<file path="src/rtl/cfgload_pkg.sv">
package cfgload_pkg;

  typedef enum logic [0:0] {
    ROLE_FOLLOWER = 1'b0,
    ROLE_LEADER   = 1'b1
  } clk_role_e;

  // Only an all-zero pin code makes this block drive the clock; pulled-up
  // (all-ones) or any other code leaves it a clock follower.
  function automatic clk_role_e role_of(input logic [2:0] pins);
    return (pins == 3'b000) ? ROLE_LEADER : ROLE_FOLLOWER;
  endfunction

endpackage

</file>
<file path="src/rtl/cfgload_mode_dec.sv">
module cfgload_mode_dec
  import cfgload_pkg::*;
(
  input  logic       clk,
  input  logic       rst,
  input  logic [2:0] mode_pins,
  output clk_role_e  role
);

  always_ff @(posedge clk) begin
    if (rst) role <= ROLE_FOLLOWER;
    else     role <= role_of(mode_pins);
  end

endmodule

</file>
<file path="src/rtl/cfgload_clkgen.sv">
module cfgload_clkgen #(
  parameter int SLOW_HALF = 8,
  parameter int FAST_HALF = 2
) (
  input  logic clk,
  input  logic rst,
  input  logic run,
  input  logic fast_req,
  output logic cclk,
  output logic rise,
  output logic fast_sel
);

  localparam int MAXH = (SLOW_HALF > FAST_HALF) ? SLOW_HALF : FAST_HALF;
  localparam int CW   = $clog2(MAXH) + 1;

  logic [CW-1:0] div_cnt;
  logic [CW-1:0] half_lim;

  assign half_lim = fast_sel ? CW'(FAST_HALF - 1) : CW'(SLOW_HALF - 1);

  always_ff @(posedge clk) begin
    if (rst) begin
      div_cnt  <= '0;
      cclk     <= 1'b0;
      rise     <= 1'b0;
      fast_sel <= 1'b0;
    end else if (!run) begin
      div_cnt <= '0;
      cclk    <= 1'b0;
      rise    <= 1'b0;
    end else begin
      rise <= 1'b0;
      if (div_cnt == half_lim) begin
        div_cnt <= '0;
        cclk    <= ~cclk;
        if (!cclk) rise     <= 1'b1;
        else       fast_sel <= fast_req;  // applied as a low phase begins
      end else begin
        div_cnt <= div_cnt + 1'b1;
      end
    end
  end

endmodule

</file>
<file path="src/rtl/cfgload_edge.sv">
module cfgload_edge #(
  parameter int SYNC_STAGES = 2
) (
  input  logic clk,
  input  logic rst,
  input  logic leader,
  input  logic gen_rise,
  input  logic cclk_in,
  input  logic din,
  output logic bit_stb,
  output logic bit_val
);

  logic [SYNC_STAGES:0]   clk_pipe;
  logic [SYNC_STAGES-1:0] dat_pipe;
  logic                   ext_rise;

  always_ff @(posedge clk) begin
    if (rst) begin
      clk_pipe <= '0;
      dat_pipe <= '0;
    end else begin
      clk_pipe <= {clk_pipe[SYNC_STAGES-1:0], cclk_in};
      dat_pipe <= {dat_pipe[SYNC_STAGES-2:0], din};
    end
  end

  assign ext_rise = clk_pipe[SYNC_STAGES-1] & ~clk_pipe[SYNC_STAGES];

  always_comb begin
    if (leader) begin
      bit_stb = gen_rise;
      bit_val = din;
    end else begin
      bit_stb = ext_rise;
      bit_val = dat_pipe[SYNC_STAGES-1];
    end
  end

endmodule

</file>
<file path="src/rtl/cfgload_shifter.sv">
module cfgload_shifter #(
  parameter int LOAD_BITS    = 16,
  parameter int FAST_BIT_IDX = 3
) (
  input  logic                 clk,
  input  logic                 rst,
  input  logic                 bit_stb,
  input  logic                 bit_val,
  output logic [LOAD_BITS-1:0] word,
  output logic                 done,
  output logic                 dout,
  output logic                 fast_req
);

  localparam int CNTW = $clog2(LOAD_BITS + 1);

  logic [CNTW-1:0] bit_cnt;

  always_ff @(posedge clk) begin
    if (rst) begin
      bit_cnt  <= '0;
      word     <= '0;
      done     <= 1'b0;
      dout     <= 1'b0;
      fast_req <= 1'b0;
    end else if (bit_stb) begin
      if (!done) begin
        word    <= {word[LOAD_BITS-2:0], bit_val};
        bit_cnt <= bit_cnt + 1'b1;
        if (bit_cnt == CNTW'(FAST_BIT_IDX) && bit_val) fast_req <= 1'b1;
        if (bit_cnt == CNTW'(LOAD_BITS - 1))            done     <= 1'b1;
      end else begin
        dout <= bit_val;
      end
    end
  end

endmodule

</file>
<file path="src/rtl/cfgload_top.sv">
module cfgload_top
  import cfgload_pkg::*;
#(
  parameter int LOAD_BITS    = 16,
  parameter int FAST_BIT_IDX = 3,
  parameter int SLOW_HALF    = 8,
  parameter int FAST_HALF    = 2,
  parameter int SYNC_STAGES  = 2
) (
  input  logic                 clk,
  input  logic                 rst,
  input  logic [2:0]           mode_pins,
  input  logic                 cclk_in,
  input  logic                 din,
  output logic                 cclk_out,
  output logic                 cclk_oe,
  output logic                 dout,
  output logic                 load_done,
  output logic [LOAD_BITS-1:0] cfg_word
);

  clk_role_e role;
  logic      leader;
  logic      gen_rise;
  logic      fast_req;
  logic      fast_sel;
  logic      bit_stb;
  logic      bit_val;

  cfgload_mode_dec u_mode (
    .clk       (clk),
    .rst       (rst),
    .mode_pins (mode_pins),
    .role      (role)
  );

  assign leader  = (role == ROLE_LEADER);
  assign cclk_oe = leader;

  cfgload_clkgen #(
    .SLOW_HALF (SLOW_HALF),
    .FAST_HALF (FAST_HALF)
  ) u_clkgen (
    .clk      (clk),
    .rst      (rst),
    .run      (leader),
    .fast_req (fast_req),
    .cclk     (cclk_out),
    .rise     (gen_rise),
    .fast_sel (fast_sel)
  );

  cfgload_edge #(
    .SYNC_STAGES (SYNC_STAGES)
  ) u_edge (
    .clk      (clk),
    .rst      (rst),
    .leader   (leader),
    .gen_rise (gen_rise),
    .cclk_in  (cclk_in),
    .din      (din),
    .bit_stb  (bit_stb),
    .bit_val  (bit_val)
  );

  cfgload_shifter #(
    .LOAD_BITS    (LOAD_BITS),
    .FAST_BIT_IDX (FAST_BIT_IDX)
  ) u_shift (
    .clk      (clk),
    .rst      (rst),
    .bit_stb  (bit_stb),
    .bit_val  (bit_val),
    .word     (cfg_word),
    .done     (load_done),
    .dout     (dout),
    .fast_req (fast_req)
  );

endmodule

</file>
<file path="config.mk">
export PLATFORM = sky130hd
export DESIGN_NAME = cfgload_top
export DESIGN_NICKNAME = d
export VERILOG_FILES = /design/src/rtl/cfgload_pkg.sv /design/src/rtl/cfgload_mode_dec.sv /design/src/rtl/cfgload_clkgen.sv /design/src/rtl/cfgload_edge.sv /design/src/rtl/cfgload_shifter.sv /design/src/rtl/cfgload_top.sv
export SDC_FILE = /design/constraint.sdc
export NUM_CORES = 1
export LEC_CHECK = 0
export BUFFER_PORTS_ARGS = -buffer_cell sky130_fd_sc_hd__buf_4
export CELL_PAD_IN_SITES_DETAIL_PLACEMENT = 2
export CELL_PAD_IN_SITES_GLOBAL_PLACEMENT = 2
export CORE_ASPECT_RATIO = 0.7
export CORE_MARGIN = 1.5
export CORE_UTILIZATION = 32
export CTS_CLUSTER_SIZE = 40
export DETAILED_ROUTE_END_ITERATION = 12
export PLACE_DENSITY = 0.8
export SYNTH_ARGS = -nofsm -noshare
export SYNTH_HDL_FRONTEND = slang
export SYNTH_SLANG_ARGS = --single-unit
</file>
<file path="constraint.sdc">
create_clock -name clk -period 1.9 [get_ports clk]
set_clock_uncertainty 0.15 [all_clocks]
set_input_delay 0.095 -clock clk [delete_from_list [all_inputs] [get_ports clk]]
set_output_delay 0.095 -clock clk [all_outputs]
set_load 0.01 [all_outputs]
</file>
==> flow_summary_export.csv, run 1 <==
group,metric,value,unit
power,combPwrFrac,4.7,%
grt,antenna_found_initial,0,
grt,use_met1,18.91,%
logic_synthesis,synth_top_area_cell,"dfxtp_1",
worst_setup_path,crit_family,"simple AND/OR/NAND/NOR gates",
power,p_leak,0.6942,nW
logic_synthesis,synth_nets,166,
min_path,min_delay_path_depth,2,
clock_network,htreeDepth,2,
place,dp_slack,0.2565,ns
min_path,hold-path-endpoint,"u_edge.dat_pipe[0]",
outcome,status,"complete, no violations",
clock_network,ctsResizeCount,0,
route,avgRoutedWirePerCell,14.82,um
logic_synthesis,synth_top_family_by_area,"simple AND/OR/NAND/NOR gates",
sta,setup_violations,0,
flow_run,drv_cap,0,
sta,hold_ws,0.04981,ns
route,ant_nets,0,
worst_setup_path,r2r_end,"u_shift.bit_cnt[3]",
min_path,worstHoldPathType,"in -> reg",
layout,antenna_cells,0,
clock_network,ctsHoldBuffers,4,
sta,setup_slack,0.2604,ns
place,dpl.cell_count,233,
layout,layout.nets,199,
logic_synthesis,synth-edff-count,0,
worst_setup_path,path_class,"reg -> reg",
power,power,1.470,mW
logic_synthesis,synth_seq_area_share,51.70,%
worst_setup_path,path_cells,"and3b_2 > or2_1 > nand4_1 > mux2_2",
layout,syn2layout_area_growth,25.76,%
sta,timing.slew.headroom,75.88,%
worst_setup_path,crit_arrival,1.67,ns
power,intPower,1.144,mW
worst_setup_path,max_stage_delay,0.43,ns
logic_synthesis,synth-seq-cells,37,
clock_network,cts_buffers,5,
logic_synthesis,synth_top_area_share,51.70,%
logic_synthesis,synth_fa_ha_area_share,2.620,%
worst_setup_path,slowest_stage,"dfxtp_1",
grt,use_met2,27.53,%
power,ir_drop,344.6,uV
logic_synthesis,yosysWarnings,0,
clock_network,cts_root_buf,"clkbuf_8",
logic_synthesis,ys_async_sr_fraction,0,%
sta,rsz0062_at_grt,"no",
sta,period_minus_slack,1.640,ns
die,num_rows,20,
worst_setup_path,r2r_slack,0.26,ns
route,drc_errors,0,
clock_network,post_cts_buffers,0,
power,p_per_area,815.8,nW/um2
clock_network,cts_tree,"done",
grt,grt_use_met3,5.153,%
clock_network,path_clk_slew,0.07,ns
layout,drive_gt1_share,24.74,%
power,p_seq_share,53.8,%
clock_network,clock_latency,0.29,ns
clock_network,cts_max_path_buffers,2,
logic_synthesis,synth-simple-area-share,24.37,%
worst_setup_path,worstSetupStartpointType,"flop",
worst_setup_path,worst_r2r_path_depth,4,
sta,worstMarginPinSlew,0.3619,ns
power,swShare,22.14,%
logic_synthesis,synth_area,1433,um2
sta,slew_violations,0,
route,drtIter0Drc,41,
die,dieArea,4894,um2
power,power.switching,0.3254,mW
layout,layout_commonest_cell,"dfxtp_1",
logic_synthesis,ys_top_cells_by_area,"dfxtp_1 (52%), nand2_1 (8.4%), a21oi_1 (6.6%)",
layout,fin_cells,245,
place,place_hpwl,2536,um
sta,tns,0,ns
place,portBuffers,26,
logic_synthesis,synth_compound_area_share,11.18,%
logic_synthesis,postSynthCellCount,156,
clock_network,clock-sinks,37,
logic_synthesis,synth_cell_type_count,35,
grt,grt_usage,15.96,%
sta,finalHoldViolCount,0,
layout,stdcell_area,1802,um2
worst_setup_path,path_max_fanout,5,
min_path,min_from,"rst",
layout,final_cell_mix,"dfxtp_1 (37), nand2_1 (32), buf_4 (31), a21oi_1 (19), nor2_1 (12)",
worst_setup_path,r2r_start,"u_shift.done",
place,place_congestion,0.7009,
logic_synthesis,synthXorXnorAreaFrac,2.445,%
layout,fin_util,41.62,%
route,wl,3631,um
grt,grt_busiest_layer,"met2",
grt,grt_max_degree,36,
power,pwr-share-clk,41.4,%
worst_setup_path,worst_setup_path_end_kind,"flop",
grt,grt_pass1_vias,1274,
grt,grt_pass1_wl,5989,um
die,die_h,58.98,um
worst_setup_path,path_buf_inv,0,
die,start_util,33.09,%
logic_synthesis,synth_area_per_cell,9.183,um2
logic_synthesis,synth_flop_cell,"dfxtp_1",
route,drt_first_pass_iters,4,
die,coreArea,4329,um2
die,die_w,82.97,um
worst_setup_path,cp.required,1.93,ns
sta,fmax,609.9,MHz
die,io_pins,27,
route,vias,1172,
place,place_area,1660,um2
logic_synthesis,muxShareOfSynthArea,1.485,%
sta,finalCritPeriodShare,86.29,%
route,via_per_inst,4.784,
grt,gr-total-overflow,0,
==> layout make-up <==
type / count / area, um2
Sequential cell: 37 / 740.7
Multi-Input combinational cell: 106 / 603.1
Fill cell: 485 / 2527
Tap cell: 55 / 68.82
Clock inverter: 1 / 5.005
Clock buffer: 7 / 96.34
Timing Repair Buffer: 35 / 272.8
Inverter: 4 / 15.01
==> cell families (layout without fill, tap and decap cells) <==
family	count (synthesis)	after routing
xor+xnor	4	4
compound gates	28	28
flops	37	37
mux	2	2
buf+inv	13	47
simple gates	69	69
fa+ha+maj	3	3
==> synth_stat cells, drive strengths merged, types with 2 or more instances <==
cell type and number:
a211oi 2, a21oi 20, a31o 2, buf 4, clkbuf 5, dfxtp 37
ha 3, inv 4, nand2 32, nand2b 3, nand3b 2, nand4 2
nor2 12, nor2b 6, nor3b 2, nor4 2, o21ai 2, or2 2
xnor2 3
==> state kept, by name, indices dropped and copies added, names as in the netlist <==
register	cells
u_shift.done	1
u_clkgen.cclk	1
u_clkgen.fast_sel	1
u_shift.fast_req	1
u_clkgen.rise	1
u_mode.role	1
u_edge.clk_pipe	3
u_shift.bit_cnt	5
u_clkgen.div_cnt	4
u_edge.dat_pipe	2
u_shift.word	16
u_shift.dout	1
==> how the worst max path moves through the flow <==
| stage | start | end | slack (ns) | cells after the start |
|---|---|---|---|---|
| 3_3_place_gp | u_shift.done | u_shift.bit_cnt[3] | 0.34 | 4 |
| 5_1_grt | u_shift.done | u_shift.word[0] | 0.15 | 5 |
| 3_5_place_dp | u_shift.done | u_shift.bit_cnt[3] | 0.26 | 4 |
| 2_1_floorplan | u_shift.done | u_shift.bit_cnt[3] | 0.20 | 5 |
| 4_1_cts | u_shift.done | u_shift.bit_cnt[3] | 0.24 | 4 |
| 6_report | u_shift.done | u_shift.bit_cnt[3] | 0.26 | 4 |
==> routing by layer <==
| layer | share of wire [%] | wire, um |
|---|---|---|
| met1 | 46 | 1682 |
| met4 | 1.2 | 44 |
| met2 | 48 | 1749 |
| met5 | 0 | 0 |
| met3 | 4.2 | 154 |
==> power by group through the flow <==
stage | clock network, mW | logic [mW] | registers (mW)
after detailed placement | 0 | 0.0648 | 0.810
after floorplan | 0 | 0.0442 | 0.808
final | 0.609 | 0.0694 | 0.791
after global routing | 0.661 | 0.0780 | 0.792
after global placement | 0 | 0.0612 | 0.809
after CTS | 0.629 | 0.0707 | 0.792
No activity file was read; power rests on OpenSTA's default activity.
==> inputs of run 2 (changes only) <==
--- a/config.mk
+++ b/config.mk
@@ -5,15 +5,17 @@
 export SDC_FILE = /design/constraint.sdc
 export NUM_CORES = 1
 export LEC_CHECK = 0
+export ABC_AREA = 1
 export BUFFER_PORTS_ARGS = -buffer_cell sky130_fd_sc_hd__buf_4
 export CELL_PAD_IN_SITES_DETAIL_PLACEMENT = 2
 export CELL_PAD_IN_SITES_GLOBAL_PLACEMENT = 2
 export CORE_ASPECT_RATIO = 0.7
 export CORE_MARGIN = 1.5
-export CORE_UTILIZATION = 32
+export CORE_UTILIZATION = 30
 export CTS_CLUSTER_SIZE = 40
 export DETAILED_ROUTE_END_ITERATION = 12
 export PLACE_DENSITY = 0.8
 export SYNTH_ARGS = -nofsm -noshare
 export SYNTH_HDL_FRONTEND = slang
+export SYNTH_HIERARCHICAL = 1
 export SYNTH_SLANG_ARGS = --single-unit
==> flow_summary_export.csv, run 2 <==
group,metric,value,unit
logic_synthesis,synth_fa_ha_area_share,2.571,%
worst_setup_path,path_max_fanout,21,
logic_synthesis,synth-edff-count,0,
logic_synthesis,synth_area,1460,um2
place,place_congestion,0.6799,
logic_synthesis,synth_top_area_share,50.73,%
clock_network,post_cts_buffers,0,
logic_synthesis,synth_flop_cell,"dfxtp_1",
sta,slew_violations,0,
route,vias,1276,
die,dieArea,5301,um2
sta,tns,0,ns
logic_synthesis,synth_nets,200,
logic_synthesis,yosysWarnings,6,
route,via_per_inst,4.493,
place,portBuffers,26,
min_path,min_from,"u_edge/clk_pipe[0]",
clock_network,cts_max_path_buffers,2,
logic_synthesis,synth_seq_area_share,50.73,%
layout,layout_commonest_cell,"nor2_1",
logic_synthesis,synth_top_area_cell,"dfxtp_1",
clock_network,clock-sinks,37,
die,die_w,86.39,um
power,ir_drop,231.4,uV
route,ant_nets,0,
clock_network,cts_buffers,5,
worst_setup_path,worst_setup_path_end_kind,"flop",
die,die_h,61.37,um
logic_synthesis,synthXorXnorAreaFrac,1.799,%
layout,antenna_cells,0,
logic_synthesis,synth-simple-area-share,26.39,%
logic_synthesis,ys_async_sr_fraction,0,%
min_path,worstHoldPathType,"reg -> reg",
sta,worstMarginPinSlew,0.4159,ns
sta,rsz0062_at_grt,"no",
layout,stdcell_area,1858,um2
route,avgRoutedWirePerCell,12.38,um
sta,finalHoldViolCount,0,
worst_setup_path,path_class,"reg -> reg",
grt,grt_max_degree,22,
layout,largest_register_ffs,16,
die,io_pins,27,
grt,grt_pass1_wl,5789,um
worst_setup_path,crit_arrival,1.68,ns
sta,finalCritPeriodShare,86.70,%
power,p_per_area,809.7,nW/um2
logic_synthesis,synth-seq-cells,37,
route,drc_errors,0,
die,coreArea,4730,um2
logic_synthesis,synth_area_per_cell,7.685,um2
logic_synthesis,yosysMostFrequentCell,"nor2_1",
grt,antenna_found_initial,0,
route,drt_first_pass_iters,2,
place,place_hpwl,2485,um
clock_network,clock_latency,0.29,ns
worst_setup_path,r2r_start,"u_mode/role",
clock_network,path_clk_slew,0.07,ns
die,num_rows,21,
logic_synthesis,ys_top_cells_by_area,"dfxtp_1 (51%), nor2_1 (13%), inv_1 (6.9%)",
layout,layout.nets,237,
place,place_area,1702,um2
route,wl,3515,um
die,start_util,30.87,%
layout,top_regs,"u_shift/word (16), u_shift/bit_cnt (5), u_clkgen/div_cnt (4)",
worst_setup_path,critical_path.startpoint,"u_mode/role",
flow_run,drv_cap,0,
worst_setup_path,worstSetupStartpointType,"flop",
route,drtIter0Drc,17,
logic_synthesis,postSynthCellCount,190,
layout,syn2layout_area_growth,27.25,%
sta,setup_violations,0,
layout,drive_gt1_share,18.94,%
sta,timing.slew.headroom,72.18,%
worst_setup_path,cp.required,1.93,ns
logic_synthesis,muxShareOfSynthArea,0,%
clock_network,cts_tree,"done",
clock_network,htreeDepth,2,
grt,gr-total-overflow,0,
logic_synthesis,synth_top_family_by_area,"simple AND/OR/NAND/NOR gates",
grt,grt_usage,14.64,%
layout,top_register,"u_shift/word",
outcome,status,"complete, no violations",
power,p_leak,0.8141,nW
clock_network,cts_root_buf,"clkbuf_8",
logic_synthesis,synth_common_cells,"nor2_1 (51), dfxtp_1 (37), inv_1 (27)",
layout,final_cell_mix,"nor2_1 (51), dfxtp_1 (37), buf_4 (27), inv_1 (27), nand2_1 (19)",
grt,grt_pass1_vias,1243,
sta,fmax,607.1,MHz
sta,period_minus_slack,1.647,ns
logic_synthesis,synth_compound_area_share,8.569,%
logic_synthesis,synth_cell_type_count,22,
run 2: cell count changes in the layout (fill, tap and decap cells not counted), sizes merged, moves of 3 or more:
cell / before / now
a21oi: 20 / 5
nand2: 32 / 22
o21ai: 2 / 20
nor2: 12 / 54
buf: 31 / 27
nor2b: 6 / 0
nand3: 1 / 9
inv: 4 / 30
dlygate4sd3: 4 / 7
nand2b: 3 / 0
run 2: layout make-up:
type / count / area (um2)
fill: 558 / 2872
multi-input combinational: 119 / 574.3
sequential: 37 / 740.7
clock buffer: 7 / 86.33
tap: 57 / 71.32
timing repair buffer: 34 / 272.8
inverter: 30 / 112.6
run 2: path summary, 6_finish.rpt:
| path | endpoint | slack, ns | cells after the start |
|---|---|---|---|
| worst min-delay path | u_edge/clk_pipe[1] | 0.26 | 2 |
| worst max-delay path | u_shift/bit_cnt[3] | 0.25 | 8 |
| worst max register to register | u_shift/bit_cnt[3] | 0.25 | 8 |
| worst min register to register | u_edge/clk_pipe[1] | 0.26 | 2 |
run 2: per-layer routing:
layer | wire length (um) | part of all wire [%] | GRT usage, % | vias to the layer above
li1 | - | - | - | 652
met1 | 1796 | 51 | 19.80 | 600
met2 | 1561 | 44 | 22.32 | 19
met3 | 117 | 3.3 | 4.021 | 5
met4 | 39 | 1.1 | 6.221 | 0
met5 | 0 | 0 | 0 | -
run 2: kinds of logic after synthesis:
kind of cell / after synthesis
AO/OA/AOI/OAI: 25
adder cells (fa/ha/maj): 3
AND/OR/NAND/NOR: 88
flip-flops: 37
buffers and inverters: 34
XOR/XNOR: 3
run 2: through the flow:
stage	total power [mW]	std cells	worst slack (ns)	utilization, %	hold slack, ns
2_1_floorplan	0.9029	190	0.5645	-	0.01407
3_3_place_gp	0.9529	270	0.3757	35.98	0.1528
3_5_place_dp	0.9595	270	0.2252	35.98	0.1542
4_1_cts	1.521	284	0.2279	39.29	0.2665
5_1_grt	1.582	284	0.03157	39.29	0.2853
6_report	1.504	284	0.2527	39.29	0.2584
run 2: report_power, final:
group	switching [mW]	leakage, nW	internal (mW)	total (mW)
registers	0.0178	0.301	0.801	0.819
clock network	0.266	0.0443	0.288	0.554
logic	0.0708	0.469	0.0614	0.132
run 2: repair_timing:
action | 4_1_cts | 5_1_grt
setup endpoints to repair | 0 | 0
hold endpoints to repair | 12 | 0
gates resized for setup | 0 | 0
hold buffers | 7 | 0
run 2: worst max-delay path: stages (launching register included):
cell and delay (ns):
dfxtp_1 0.34, inv_1 0.11, nand3_1 0.09, nand2_1 0.16, nand2_2 0.28, nor2_1 0.24, nand2_1 0.07, nand2_1 0.06
nor2_1 0.04
